### src/rtl/vrg_pkg.sv
package vrg_pkg;
  localparam int unsigned CNT_W = 12;

  typedef logic [CNT_W-1:0] cnt_t;

  typedef struct packed {
    cnt_t h_act;
    cnt_t hs_beg;
    cnt_t hs_end;
    cnt_t h_tot;
    cnt_t v_act;
    cnt_t vs_beg;
    cnt_t vs_end;
    cnt_t v_tot0;
    cnt_t v_tot1;
    logic ilace;
  } mode_t;

  // half-open interval membership [beg, fin)
  function automatic logic span_hit(cnt_t x, cnt_t beg, cnt_t fin);
    return (x >= beg) && (x < fin);
  endfunction

  // last line index of the given field in a mode
  function automatic cnt_t field_last_line(mode_t m, logic fld);
    return (m.ilace && fld) ? cnt_t'(m.v_tot1 - 1'b1) : cnt_t'(m.v_tot0 - 1'b1);
  endfunction
endpackage

### src/rtl/vrg_timebase.sv
module vrg_timebase
  import vrg_pkg::*;
(
  input  logic  clk,
  input  logic  rst,
  input  mode_t mode_in,
  input  logic  mode_load,
  output cnt_t  h_cnt,
  output cnt_t  v_cnt,
  output logic  fld_cnt,
  output mode_t cur,
  output logic  frame_end,
  output logic  apply,
  output logic  mode_chg
);
  mode_t nxt;
  logic  pend;
  logic  line_end;
  logic  field_end;

  assign line_end  = (h_cnt == cnt_t'(cur.h_tot - 1'b1));
  assign field_end = line_end && (v_cnt == field_last_line(cur, fld_cnt));
  assign frame_end = field_end && (!cur.ilace || fld_cnt);
  assign apply     = frame_end && pend;

  always_ff @(posedge clk) begin
    if (rst) begin
      h_cnt    <= '0;
      v_cnt    <= '0;
      fld_cnt  <= 1'b0;
      cur      <= mode_in;
      nxt      <= mode_in;
      pend     <= 1'b0;
      mode_chg <= 1'b0;
    end else begin
      mode_chg <= apply;
      if (mode_load) begin
        nxt  <= mode_in;
        pend <= 1'b1;
      end else if (apply) begin
        pend <= 1'b0;
      end
      if (line_end) begin
        h_cnt <= '0;
        if (field_end) begin
          v_cnt <= '0;
          if (apply) begin
            cur     <= nxt;
            fld_cnt <= 1'b0;
          end else begin
            fld_cnt <= cur.ilace ? ~fld_cnt : 1'b0;
          end
        end else begin
          v_cnt <= v_cnt + 1'b1;
        end
      end else begin
        h_cnt <= h_cnt + 1'b1;
      end
    end
  end

  p_hcnt_wrap_r5: assert property (@(posedge clk) disable iff (rst)
    h_cnt < cur.h_tot);
  p_chg_single_r8: assert property (@(posedge clk) disable iff (rst)
    mode_chg |=> !mode_chg);
  p_chg_home_r8: assert property (@(posedge clk) disable iff (rst)
    mode_chg |-> (h_cnt == '0 && v_cnt == '0 && !fld_cnt));
endmodule

### src/rtl/vrg_strobes.sv
module vrg_strobes
  import vrg_pkg::*;
(
  input  logic  clk,
  input  logic  rst,
  input  cnt_t  h_cnt,
  input  cnt_t  v_cnt,
  input  logic  fld_cnt,
  input  mode_t cur,
  output logic  de_o,
  output logic  hb_o,
  output logic  hs_o,
  output logic  vb_o,
  output logic  vs_o,
  output logic  fld_o
);
  logic h_in_act;
  logic v_in_act;

  assign h_in_act = (h_cnt < cur.h_act);
  assign v_in_act = (v_cnt < cur.v_act);

  always_ff @(posedge clk) begin
    if (rst) begin
      de_o  <= 1'b0;
      hb_o  <= 1'b0;
      hs_o  <= 1'b0;
      vb_o  <= 1'b0;
      vs_o  <= 1'b0;
      fld_o <= 1'b0;
    end else begin
      de_o  <= h_in_act && v_in_act;
      hb_o  <= !h_in_act;
      hs_o  <= span_hit(h_cnt, cur.hs_beg, cur.hs_end);
      vb_o  <= !v_in_act;
      vs_o  <= span_hit(v_cnt, cur.vs_beg, cur.vs_end);
      fld_o <= cur.ilace && fld_cnt;
    end
  end

  p_de_active_r2: assert property (@(posedge clk) disable iff (rst)
    de_o |-> (!hb_o && !vb_o));
endmodule

### src/rtl/vrg_frame_ref.sv
module vrg_frame_ref
  import vrg_pkg::*;
(
  input  logic clk,
  input  logic rst,
  input  cnt_t h_cnt,
  input  cnt_t v_cnt,
  input  logic fld_cnt,
  input  logic frame_end,
  input  logic apply,
  input  cnt_t sof_line,
  input  cnt_t sof_sample,
  output logic sof_o,
  output logic lock_o
);
  logic at_mark;

  assign at_mark = (h_cnt == sof_sample) && (v_cnt == sof_line) && !fld_cnt;

  always_ff @(posedge clk) begin
    if (rst) begin
      sof_o  <= 1'b0;
      lock_o <= 1'b0;
    end else begin
      sof_o <= at_mark;
      if (apply)          lock_o <= 1'b0;
      else if (frame_end) lock_o <= 1'b1;
    end
  end

  p_sof_pulse_r6: assert property (@(posedge clk) disable iff (rst)
    sof_o |=> !sof_o);
endmodule

### src/rtl/vrg_divider.sv
module vrg_divider #(
  parameter int unsigned DIV_W = 16
) (
  input  logic             clk,
  input  logic             rst,
  input  logic [DIV_W-1:0] div,
  output logic             ref_o
);
  logic [DIV_W-1:0] dcnt;
  logic             div_ok;

  assign div_ok = (div >= DIV_W'(2));

  always_ff @(posedge clk) begin
    if (rst) begin
      dcnt  <= '0;
      ref_o <= 1'b0;
    end else begin
      if (!div_ok || dcnt >= div - 1'b1) dcnt <= '0;
      else                               dcnt <= dcnt + 1'b1;
      ref_o <= div_ok && (dcnt < (div >> 1));
    end
  end

  p_ref_low_r9: assert property (@(posedge clk) disable iff (rst)
    !div_ok |=> !ref_o);
endmodule

### src/rtl/vrg_sync.sv
module vrg_sync #(
  parameter int unsigned STAGES = 2
) (
  input  logic clk,
  input  logic rst,
  input  logic d,
  output logic q
);
  logic [STAGES-1:0] chain;

  always_ff @(posedge clk) begin
    if (rst) chain[0] <= 1'b0;
    else     chain[0] <= d;
  end

  for (genvar s = 1; s < STAGES; s++) begin : g_stage
    always_ff @(posedge clk) begin
      if (rst) chain[s] <= 1'b0;
      else     chain[s] <= chain[s-1];
    end
  end

  assign q = chain[STAGES-1];
endmodule

### src/rtl/vid_raster_gen.sv
module vid_raster_gen
  import vrg_pkg::*;
#(
  parameter int unsigned DIV_W       = 16,
  parameter int unsigned SYNC_STAGES = 2
) (
  input  logic             clk,
  input  logic             rst,
  input  logic [CNT_W-1:0] h_active,
  input  logic [CNT_W-1:0] hsync_start,
  input  logic [CNT_W-1:0] hsync_end,
  input  logic [CNT_W-1:0] h_total,
  input  logic [CNT_W-1:0] v_active,
  input  logic [CNT_W-1:0] vsync_start,
  input  logic [CNT_W-1:0] vsync_end,
  input  logic [CNT_W-1:0] v_total_f0,
  input  logic [CNT_W-1:0] v_total_f1,
  input  logic             interlaced,
  input  logic             mode_load,
  input  logic [CNT_W-1:0] sof_line,
  input  logic [CNT_W-1:0] sof_sample,
  input  logic [DIV_W-1:0] refclk_div,
  input  logic             underflow_sticky,
  output logic             vid_de,
  output logic             vid_hblank,
  output logic             vid_hsync,
  output logic             vid_vblank,
  output logic             vid_vsync,
  output logic             vid_field,
  output logic             sof_pulse,
  output logic             sof_locked,
  output logic             ref_clk_out,
  output logic             mode_change,
  output logic             underflow_out
);
  mode_t mode_in;
  mode_t cur;
  cnt_t  h_cnt;
  cnt_t  v_cnt;
  logic  fld_cnt;
  logic  frame_end;
  logic  apply;

  assign mode_in = '{h_act: h_active, hs_beg: hsync_start, hs_end: hsync_end,
                     h_tot: h_total, v_act: v_active, vs_beg: vsync_start,
                     vs_end: vsync_end, v_tot0: v_total_f0, v_tot1: v_total_f1,
                     ilace: interlaced};

  vrg_timebase u_tb (
    .clk, .rst, .mode_in, .mode_load,
    .h_cnt, .v_cnt, .fld_cnt, .cur, .frame_end, .apply,
    .mode_chg(mode_change)
  );

  vrg_strobes u_st (
    .clk, .rst, .h_cnt, .v_cnt, .fld_cnt, .cur,
    .de_o(vid_de), .hb_o(vid_hblank), .hs_o(vid_hsync),
    .vb_o(vid_vblank), .vs_o(vid_vsync), .fld_o(vid_field)
  );

  vrg_frame_ref u_fr (
    .clk, .rst, .h_cnt, .v_cnt, .fld_cnt, .frame_end, .apply,
    .sof_line, .sof_sample, .sof_o(sof_pulse), .lock_o(sof_locked)
  );

  vrg_divider #(.DIV_W(DIV_W)) u_dv (
    .clk, .rst, .div(refclk_div), .ref_o(ref_clk_out)
  );

  vrg_sync #(.STAGES(SYNC_STAGES)) u_sy (
    .clk, .rst, .d(underflow_sticky), .q(underflow_out)
  );

  p_lock_drop_r7: assert property (@(posedge clk) disable iff (rst)
    mode_change |-> !sof_locked);
  p_reset_quiet_r1: assert property (@(posedge clk)
    rst |=> !(vid_de || vid_hsync || vid_vsync || sof_pulse || mode_change));
endmodule

### config.mk
export PLATFORM = sky130hd
export DESIGN_NAME = vid_raster_gen
export DESIGN_NICKNAME = d
export VERILOG_FILES = /design/src/rtl/vrg_pkg.sv /design/src/rtl/vrg_timebase.sv /design/src/rtl/vrg_strobes.sv /design/src/rtl/vrg_frame_ref.sv /design/src/rtl/vrg_divider.sv /design/src/rtl/vrg_sync.sv /design/src/rtl/vid_raster_gen.sv
export SDC_FILE = /design/constraint.sdc
export NUM_CORES = 1
export LEC_CHECK = 0
export ABC_AREA = 1
export BUFFER_PORTS_ARGS = -buffer_cell sky130_fd_sc_hd__buf_2
export CAP_MARGIN = 10
export CORE_MARGIN = 8
export CORE_UTILIZATION = 45
export DETAILED_ROUTE_END_ITERATION = 6
export PLACE_DENSITY_LB_ADDON = 0.1
export SYNTH_ARGS = -nofsm -noshare
export SYNTH_HDL_FRONTEND = slang
export SYNTH_SLANG_ARGS = --single-unit
### constraint.sdc
create_clock -name clk -period 5.4 [get_ports clk]
set_input_delay 0.81 -clock clk [delete_from_list [all_inputs] [get_ports clk]]
set_output_delay 0.81 -clock clk [all_outputs]
set_load 0.05 [all_outputs]
# Word level (Yosys, flattened, before mapping)
# Index checks and enable logic that the tools add are counted.
classes:
  eq_ne: 4
  bitwise: 1
  reduce_logical: 27
  add_sub_neg: 7
  n_mux: 12
  n_lt_le_gt_ge: 9
ops:
  columns: ["cell", "n"]
  rows:
  - ["2-to-1 mux 109 bit", 6]
  - ["== test 12 bit", 4]
  - ["less-than comparator 12 bit", 4]
  - ["subtractor 12 x 1 -> 12 bit (second input constant)", 3]
  - ["adder 12 x 1 -> 12 bit (second input constant)", 2]
  - ["greater-or-equal comparator 12 bit", 2]
  - ["2-to-1 mux 12 bit", 2]
  - ["adder 16 x 1 -> 16 bit (second input constant)", 1]
  - ["greater-or-equal comparator 16 bit", 1]
  - ["greater-or-equal comparator 16 x 2 -> 1 bit (second input constant)", 1]
  - ["less-than comparator 16 x 15 -> 1 bit", 1]
  - ["subtractor 16 x 1 -> 16 bit (second input constant)", 1]
  - ["logical AND 1 bit", 10]
  - ["nonzero test 2 bit", 5]
  - ["OR reduction 2 bit", 3]
  - ["zero test 1 bit", 5]
  - ["2-to-1 mux 1 bit", 4]
  - ["AND reduction 3 bit", 1]
  - ["logical OR 1 bit", 2]
  - ["AND reduction 2 bit", 1]
  - ["inverter 1 bit", 1]
word_totals:
  inputBits: 153
  elab_cells: 97
  ff_bits: 272
  out_inout_bits: 11

# Logic depth before layout (Yosys ltp)
# Gate-level depths: netlist of the first run.
logic_depth:
  ltp_word: 10
  mapped_depth: 20
  depth_no_buf: 19

# Cells and area by module
# A second synthesis of the first run with hierarchy kept.
hier_totals:
  hier_cells: 1779
  area_unflattened_um2: 15026.9
by_module_without_submodules:
  columns: ["mod", "instances", "seq_area_each_um2", "cells_each", "area_each_um2"]
  rows:
  - ["vrg_timebase", 1, 7086.8, 1059, 10578.9]
  - ["vrg_strobes", 1, 120.1, 322, 1981.9]
  - ["vrg_divider", 1, 340.3, 273, 1886.8]
  - ["vrg_frame_ref", 1, 40.0, 119, 524.3]
  - ["vrg_sync", 1, 40.0, 6, 55.1]

# Worst setup path after synthesis of the first run
# No wires, ideal clock.
synth_timing:
  path_type: "register to register"
  start: "reg u_tb.cur[0] (netlist name)"
  end: "reg u_tb.cur[0] (netlist name)"
  arrival_ns: 4.237
  setup_time_ns: 0.473
  slack_ns: 0.690
  path_buffers: 1
  stages_incl_launch_ff: 17
  t_required_ns: 4.927
  period_less_slack_ns: 4.710
  cell_sequence: "edfxtp_1 buf_6 nand2_8 nand2_1 nand2_1 ha_1 xor2_1 xnor2_1 nor2_1 nand2_1 inv_1 nand2_1 nor2_1 nand2_2 nor2_4 nand4_1 nand2_1"
synth_via:
  elab_chain_len: 8
  elab_cells_between_ends: 11
  classes_between: "eq/ne: 1; mux: 1; reduce/logical: 9"
synth_lines:
  columns: ["item", "line_no", "source"]
  rows:
  - ["logical AND 1 bit", "vrg_pkg.sv:26", "return (m.ilace && fld) ? cnt_t'(m.v_tot1 - 1'b1) : cnt_t'(m.v_tot0 - 1'b1);"]
  - ["2-to-1 mux 12 bit", "vrg_pkg.sv:26", null]
  - ["== test 12 bit", "vrg_timebase.sv:22", "assign field_end = line_end && (v_cnt == field_last_line(cur, fld_cnt));"]
  - ["logical AND 1 bit", "vrg_timebase.sv:22", null]
  - ["logical AND 1 bit", "vrg_timebase.sv:23", "assign frame_end = field_end && (!cur.ilace || fld_cnt);"]
  - ["logical AND 1 bit", "vrg_timebase.sv:24", "assign apply = frame_end && pend;"]
  - ["nonzero test 2 bit (no line)", null, null]
  - ["AND reduction 3 bit (no line) (*)", null, null]
# Mark *: on every way between the ends. The rest lies on a longest branch, timed or not.
# A chain may end at the register's enable or synchronous reset.

# Worst setup path in the final report of the first run
layout_timing:
  start: "reg u_tb.cur[0] (netlist name)"
  end: "reg u_tb.cur[59] (netlist name)"
layout_via:
  elab_chain_len: 8
  elab_cells_between_ends: 11
  classes_between: "eq/ne: 1; mux: 1; reduce/logical: 9"
layout_lines:
  columns: ["item", "line_no"]
  rows:
  - ["logical AND 1 bit", "vrg_pkg.sv:26"]
  - ["2-to-1 mux 12 bit", "vrg_pkg.sv:26"]
  - ["== test 12 bit", "vrg_timebase.sv:22"]
  - ["logical AND 1 bit", "vrg_timebase.sv:22"]
  - ["logical AND 1 bit", "vrg_timebase.sv:23"]
  - ["logical AND 1 bit", "vrg_timebase.sv:24"]
  - ["nonzero test 2 bit (no line)", null]
  - ["AND reduction 3 bit (no line) (*)", null]
# Marks and branches as above.

==> results of run 1 <==
==> sequential cells by signal (all words and copies together) (netlist names) <==
| register | count |
|---|---|
| u_st.hb_o | 1 |
| u_sy.q | 1 |
| u_tb.pend | 1 |
| u_fr.sof_o | 1 |
| u_tb.cur | 109 |
| u_dv.dcnt | 16 |
| u_tb.h_cnt | 12 |
| u_tb.nxt | 109 |
| u_fr.lock_o | 1 |
| u_tb.mode_chg | 1 |
| u_dv.ref_o | 1 |
| u_st.hs_o | 1 |
| u_tb.fld_cnt | 1 |
| u_st.de_o | 1 |
| u_sy.chain | 1 |
| u_st.vb_o | 1 |
| u_tb.v_cnt | 12 |
| u_st.vs_o | 1 |
| u_st.fld_o | 1 |
==> worst register-to-register path, stage by stage (launching register included) <==
cell      delay (ns)
edfxtp_1        0.75
nand2_8         0.19
nand2_1         0.13
nand2_2         0.09
ha_1            0.26
xor2_1          0.17
xnor2_1         0.14
nor2_1          0.13
nand2_1         0.07
inv_1           0.06
nand2_1         0.05
nor2_1          0.11
nand2_2         0.08
nor2_4          0.13
nand4_1         0.14
nand2_4         0.58
buf_12          0.41
==> synth_stat cells, types with 10 or more instances <==
master    number
a211oi_1      10
a21oi_1       54
clkbuf_1      27
dfxtp_1       54
edfxtp_1     218
ha_1         105
inv_1        200
nand2_1      551
nand2_2       19
nand3_1       78
nand4_1       25
nor2_1       110
nor2_2        11
nor3_1        17
o21ai_0       20
xor2_1        40
==> metrics by stage <==
step | cells | util, % | hold slack [ns] | area (um^2)
floorplan | 1647 | - | 0.388 | 14800
global placement | 2222 | 49.5 | 0.399 | 16100
detailed placement | 2222 | 49.5 | 0.398 | 16100
CTS | 2279 | 52.7 | 0.407 | 17100
global route | 2280 | 52.7 | 0.413 | 17100
finish | 2280 | 52.7 | 0.408 | 17100
==> routing by layer <==
layer	track usage, %	part of all wire [%]
met5	0	0.18
met4	4.18	1.8
met3	4.00	6.5
met2	28.4	43
met1	25.1	48
==> worst paths after layout <==
path	start	endpoint	slack [ns]	cells past startpoint
setup / recovery	u_tb.cur[0]	u_tb.cur[59]	1.55	16
hold reg to reg	u_sy.chain[0]	u_sy.q	0.41	2
hold / removal	u_sy.chain[0]	u_sy.q	0.41	2
setup reg to reg	u_tb.cur[0]	u_tb.cur[59]	1.55	16
==> report_power, final <==
part           internal [uW]  leakage (uW)  switching (uW)
sequential              2450       0.00262            58.9
combinational            181       0.00497             323
clock                   1290      0.000515             838
total                   3910       0.00810            1220
==> cell families after synthesis <==
family | synth area share (%)
simple gates | 25.4
compound gates | 4.90
flops | 51.6
xor+xnor | 2.78
fa+ha+maj | 8.88
buf+inv | 6.44
==> layout make-up <==
class / instances / area, um^2
clock buffer: 40 / 840
sequential: 272 / 7630
timing repair buffer: 168 / 881
inverter: 208 / 783
clock inverter: 17 / 199
antenna: 1 / 2.50
tap: 442 / 553
multi-input combinational: 1132 / 6230
fill: 3054 / 15300
==> implementation parameters, run 1 <==
Parameter                              Value

Outcome
  Status ... completed

Setup path
  Category of the worst setup path launch point ... register
  Buf+Inv Stages, Crit Path ... 2
  Library cell appearing most often on the critical path ... nand2_1
  Slowest library cell on the worst path ... edfxtp_1
  Crit path required time ... 5.62 ns
  Worst EP arrival ... 4.07 ns
  Worst Setup End Kind ... register
  Max FO, Critical Path ... 59
  Peak per-stage delay on the critical path ... 0.75 ns
  Setup CP Type ... register to register
  Ordered list of cells on the worst path ... nand2_8 -> nand2_1 -> nand2_2 -> ha_1 -> xor2_1 -> xnor2_1 -> nor2_1 -> nand2_1 -> inv_1 -> nand2_1 -> nor2_1 -> nand2_2 -> nor2_4 -> nand4_1 -> nand2_4 -> buf_12
  Largest delay contributor family on the critical path ... simple AND/OR/NAND/NOR gates

Synthesis
  Number of enable flip-flop cells after synthesis ... 218
  Number of different library cells in the post-synthesis netlist ... 49
  Portion of synthesized cell area occupied by the leading cell type ... 44.2%
  Number of warnings issued by yosys ... 0
  Largest area contributor in the synthesized netlist ... edfxtp_1
  Proportion of synthesized chip area in sequential cells ... 51.6%
  Fraction of registers with async set/reset ... 0%
  Post-synthesis sequential element count ... 272
  Post-synthesis cell area ... 14,800 um^2
  Number of nets in the synthesized netlist ... 1,905
  Average cell area after synthesis ... 8.98 um^2
  Cell count after synthesis ... 1,647
  Primary flip-flop cell chosen by synthesis mapping ... edfxtp_1
  Largest cells by area after synthesis ... edfxtp_1 44%, nand2_1 14%, ha_1 8.9%

CTS
  Clk Latency, worst-skew pair ... 0.56 ns
  Post-CTS Hold Buffers ... 0
  Num CTS Buffers ... 31
  Clock tree from TritonCTS ... yes
  Total number of clock tree sinks ... 272
  Clock tree root driver cell ... clkbuf_16
  Maximum clock path buffer count ... 3
  Maximum level of the CTS H-tree ... 1
  Clock edge transition at the registers on the reported setup and hold paths ... 0.06 ns
  Cts repair resizes ... 0
  Postcts setup bufs ... 0

Placed design
  Port Buffers ... 163
  Routability cong. ... 0.895
  Worst setup slack after placement ... 1.05 ns
  Estimated wirelength of the detail-placed design ... 25.7 mm

STA
  Shortest period the worst path allows ... 3.85 ns
  Max Clk Rate ... 260 MHz
  Period utilisation layout ... 71.4%
  RSZ-0062 raised after global routing ... no
  Transition at the pin with the smallest max-transition slack ... 0.945 ns
  Final count of pins violating max slew ... 0
  Number of setup violations in the final report ... 0
  Maximum clock skew at final layout ... 0.0148 ns
  Rel. slew slack ... 37.0%
  Setup ws final ... 1.55 ns
  Hold Fails Final Rpt ... 0
  Setup Total Neg Slack ... 0 ns

Floorplan
  Area of the placeable core ... 32,500 um^2
  Ports ... 164
  DIE WIDTH ... 197 um
  Initial Util ... 45.6%
  Area of the die ... 38,900 um^2
  Die Height ... 197 um
  Num rows ... 66

Routing
  Router iterations before antenna repair ... 7
  Number of violations reported at the end of detailed-routing iteration 0 ... 584
  Final routed DRC violation total ... 0
  Count of antenna-violating nets left after detailed routing ... 0
  Average wire per standard cell ... 15.5 um
  Count of vias placed by the detailed router ... 11.1k
  Total length of routed wires ... 35.4 mm
  Via/cell ratio ... 4.87

Final layout
  Share of final-layout standard cells stronger than drive strength 1 ... 15.7%
  Commonest cells after routing, fill and taps aside ... 550 x nand2_1, 218 x edfxtp_1, 199 x inv_1
  Net count, final ... 2,071
  P&R area growth vs syn ... 15.7%
  Most common cell after layout, fill and taps aside ... nand2_1

GRT
  Number of antenna violations at the first check in global routing ... 6
  Largest net degree at the start of global routing ... 76
  Vias in the first global route ... 11.1k
  First-pass GRT wire length ... 57.0 mm
  Gr usage total ... 18.1%
  Global-route congestion overflow total ... 0

Power
  Standby leakage power ... 0.00810 uW
  Maximum vdd drop ... 0.226 mV
  P per Cell Area ... 300 nW/um^2
  Sum of internal, switching and leakage power ... 5130 uW

Worst hold path
  Class of the worst hold path ... register to register

Run
  Count of max-cap constraint violations ... 0
No activity file was read; power rests on OpenSTA's default activity.
==> run 2: changes to the inputs <==
==> constraint.sdc (replaced) <==
create_clock -name clk -period 3.2 [get_ports clk]
set_input_delay 0.48 -clock clk [delete_from_list [all_inputs] [get_ports clk]]
set_output_delay 0.48 -clock clk [all_outputs]
set_load 0.05 [all_outputs]
==> implementation parameters, run 2 (same netlist as run 1, synthesis figures left out) <==
Parameter                              Value

Outcome
  Status ... completed

STA
  Period utilisation layout ... 92.5%
  Setup ws final ... 0.240 ns
  Hold slack ... 0.112 ns
  Rel. slew slack ... 45.4%
  Shortest period the worst path allows ... 2.96 ns
  Final count of pins violating max slew ... 0
  Hold Fails Final Rpt ... 0
  Setup Total Neg Slack ... 0 ns
  Maximum clock skew at final layout ... 0.0128 ns
  Transition at the pin with the smallest max-transition slack ... 0.819 ns
  Max Clk Rate ... 338 MHz
  Number of setup violations in the final report ... 0

Power
  Maximum vdd drop ... 0.383 mV
  P per Cell Area ... 492 nW/um^2
  Standby leakage power ... 0.00834 uW

Routing
  Via/cell ratio ... 4.85
  Count of antenna-violating nets left after detailed routing ... 0
  Average wire per standard cell ... 15.6 um
  Number of violations reported at the end of detailed-routing iteration 0 ... 668
  Count of vias placed by the detailed router ... 11.3k
  Final routed DRC violation total ... 0
  Router iterations before antenna repair ... 4
  Total length of routed wires ... 36.3 mm

Placed design
  Port Buffers ... 163
  Worst setup slack after placement ... -0.400 ns
  Estimated wirelength of the detail-placed design ... 26.6 mm
  Routability cong. ... 0.877
  Dpl cell area ... 16,400 um^2

CTS
  Maximum level of the CTS H-tree ... 1
  Num CTS Buffers ... 31
  Clock tree root driver cell ... clkbuf_16
  Maximum clock path buffer count ... 3
  Total number of clock tree sinks ... 272
  Clk Latency, worst-skew pair ... 0.55 ns
  Post-CTS Hold Buffers ... 0
  Clock edge transition at the registers on the reported setup and hold paths ... 0.06 ns
  Clock tree from TritonCTS ... yes

Floorplan
  Num rows ... 66
  Initial Util ... 45.6%
  Area of the placeable core ... 32,500 um^2
  DIE WIDTH ... 197 um
  Die Height ... 197 um
  Ports ... 164
  Area of the die ... 38,900 um^2

Setup path
  Max FO, Critical Path ... 25
  Worst EP arrival ... 3.21 ns
  Worst Setup End Kind ... register
  Crit path required time ... 3.44 ns
  Worst setup path start ... u_tb.cur[61]
  Reg-to-Reg Start ... u_tb.cur[61]
  Setup CP Type ... register to register
  Category of the worst setup path launch point ... register

Final layout
  Largest registers in the final layout ... u_tb.cur x109, u_tb.nxt x109, u_dv.dcnt x16
  Antenna Cells ... 0
  Commonest cells after routing, fill and taps aside ... 549 x nand2_1, 218 x edfxtp_1, 199 x inv_1
  Share of final-layout standard cells stronger than drive strength 1 ... 17.4%
  Net count, final ... 2,111
  Most common cell after layout, fill and taps aside ... nand2_1
  Final std cell area, no fill ... 17,500 um^2
  End-of-flow core utilization ... 54.0%
  P&R area growth vs syn ... 18.4%

Worst hold path
  Class of the worst hold path ... input pin to register
  Startpoint of the worst hold path ... vsync_start[1]

GRT
  Vias in the first global route ... 11.2k
  Largest net degree at the start of global routing ... 76
  Number of antenna violations at the first check in global routing ... 5
  Gr usage total ... 18.5%
  First-pass GRT wire length ... 58.1 mm
  Global-route congestion overflow total ... 0

Run
  Count of max-cap constraint violations ... 0
==> run 2: changes by cell type in the layout (fill, tap and decap cells not counted), moves of 2 or more <==
cell	previous run	this run
clkinv_4	2	0
clkbuf_16	31	33
buf_4	4	35
bufinv_16	4	2
nor3_1	17	15
clkbuf_1	6	9
clkinv_2	9	3
buf_6	0	3
buf_12	2	4
clkinv_1	2	5
buf_16	0	2
clkbuf_8	3	8
==> run 2: final cells by class <==
cell class / count / area [um^2]
clock buffers: 48 / 920
clock inverters: 10 / 103
fillers: 3055 / 14900
inverters: 208 / 783
multi-input cells: 1132 / 6240
flip-flops and latches: 272 / 7630
well taps: 442 / 553
repair buffers: 208 / 1290
==> run 2: metrics by stage <==
stage,instances,total power [uW]
floorplan,1647,4850
global placement,2256,5150
detailed placement,2256,5180
CTS,2314,8700
global route,2320,9010
finish,2320,8620
==> run 2: worst paths after layout <==
kind / depth (start not counted) / end / slack (ns)
max reg2reg: 16 / u_tb.cur[87] / 0.24
min reg2reg: 2 / u_sy.q / 0.40
max: 16 / u_tb.cur[87] / 0.24
min: 1 / u_tb.nxt[38] / 0.11
==> run 2: what timing repair did <==
| item | in CTS | in global routing |
|---|---|---|
| endpoints found under the setup margin | 0 | 125 |
| buffers inserted | 0 | 3 |
| resized for setup | 0 | 9 |
==> run 2: power by group <==
group | total, uW | switching, uW | internal (uW)
Sequential | 4220 | 91.5 | 4130
Combinational | 900 | 563 | 337
Clock | 3500 | 1380 | 2120
Total | 8620 | 2030 | 6590
==> run 2: worst max-delay path, stage by stage, from the launching register on <==
cell and delay [ns]:
edfxtp_1 0.39, inv_2 0.15, ha_1 0.31, nand2_2 0.13, inv_2 0.07, nand3_1 0.06
nand2_1 0.15, nand2_1 0.08, nor2_2 0.12, nand2_2 0.10, nor2_8 0.19, nand3_1 0.14
nor2_4 0.14, nand4_1 0.14, nand2_4 0.13, buf_12 0.15, buf_16 0.19
==> run 2: layer usage <==
| metal | share of wire [%] | vias to the layer above | track usage, % | routed length (um) |
|---|---|---|---|---|
| li1 | - | 5826 | - | - |
| met1 | 48 | 5123 | 26.0 | 17400 |
| met2 | 44 | 245 | 29.0 | 15800 |
| met3 | 6.4 | 48 | 3.85 | 2340 |
| met4 | 1.7 | 10 | 3.85 | 627 |
| met5 | 0.17 | - | 0 | 63 |
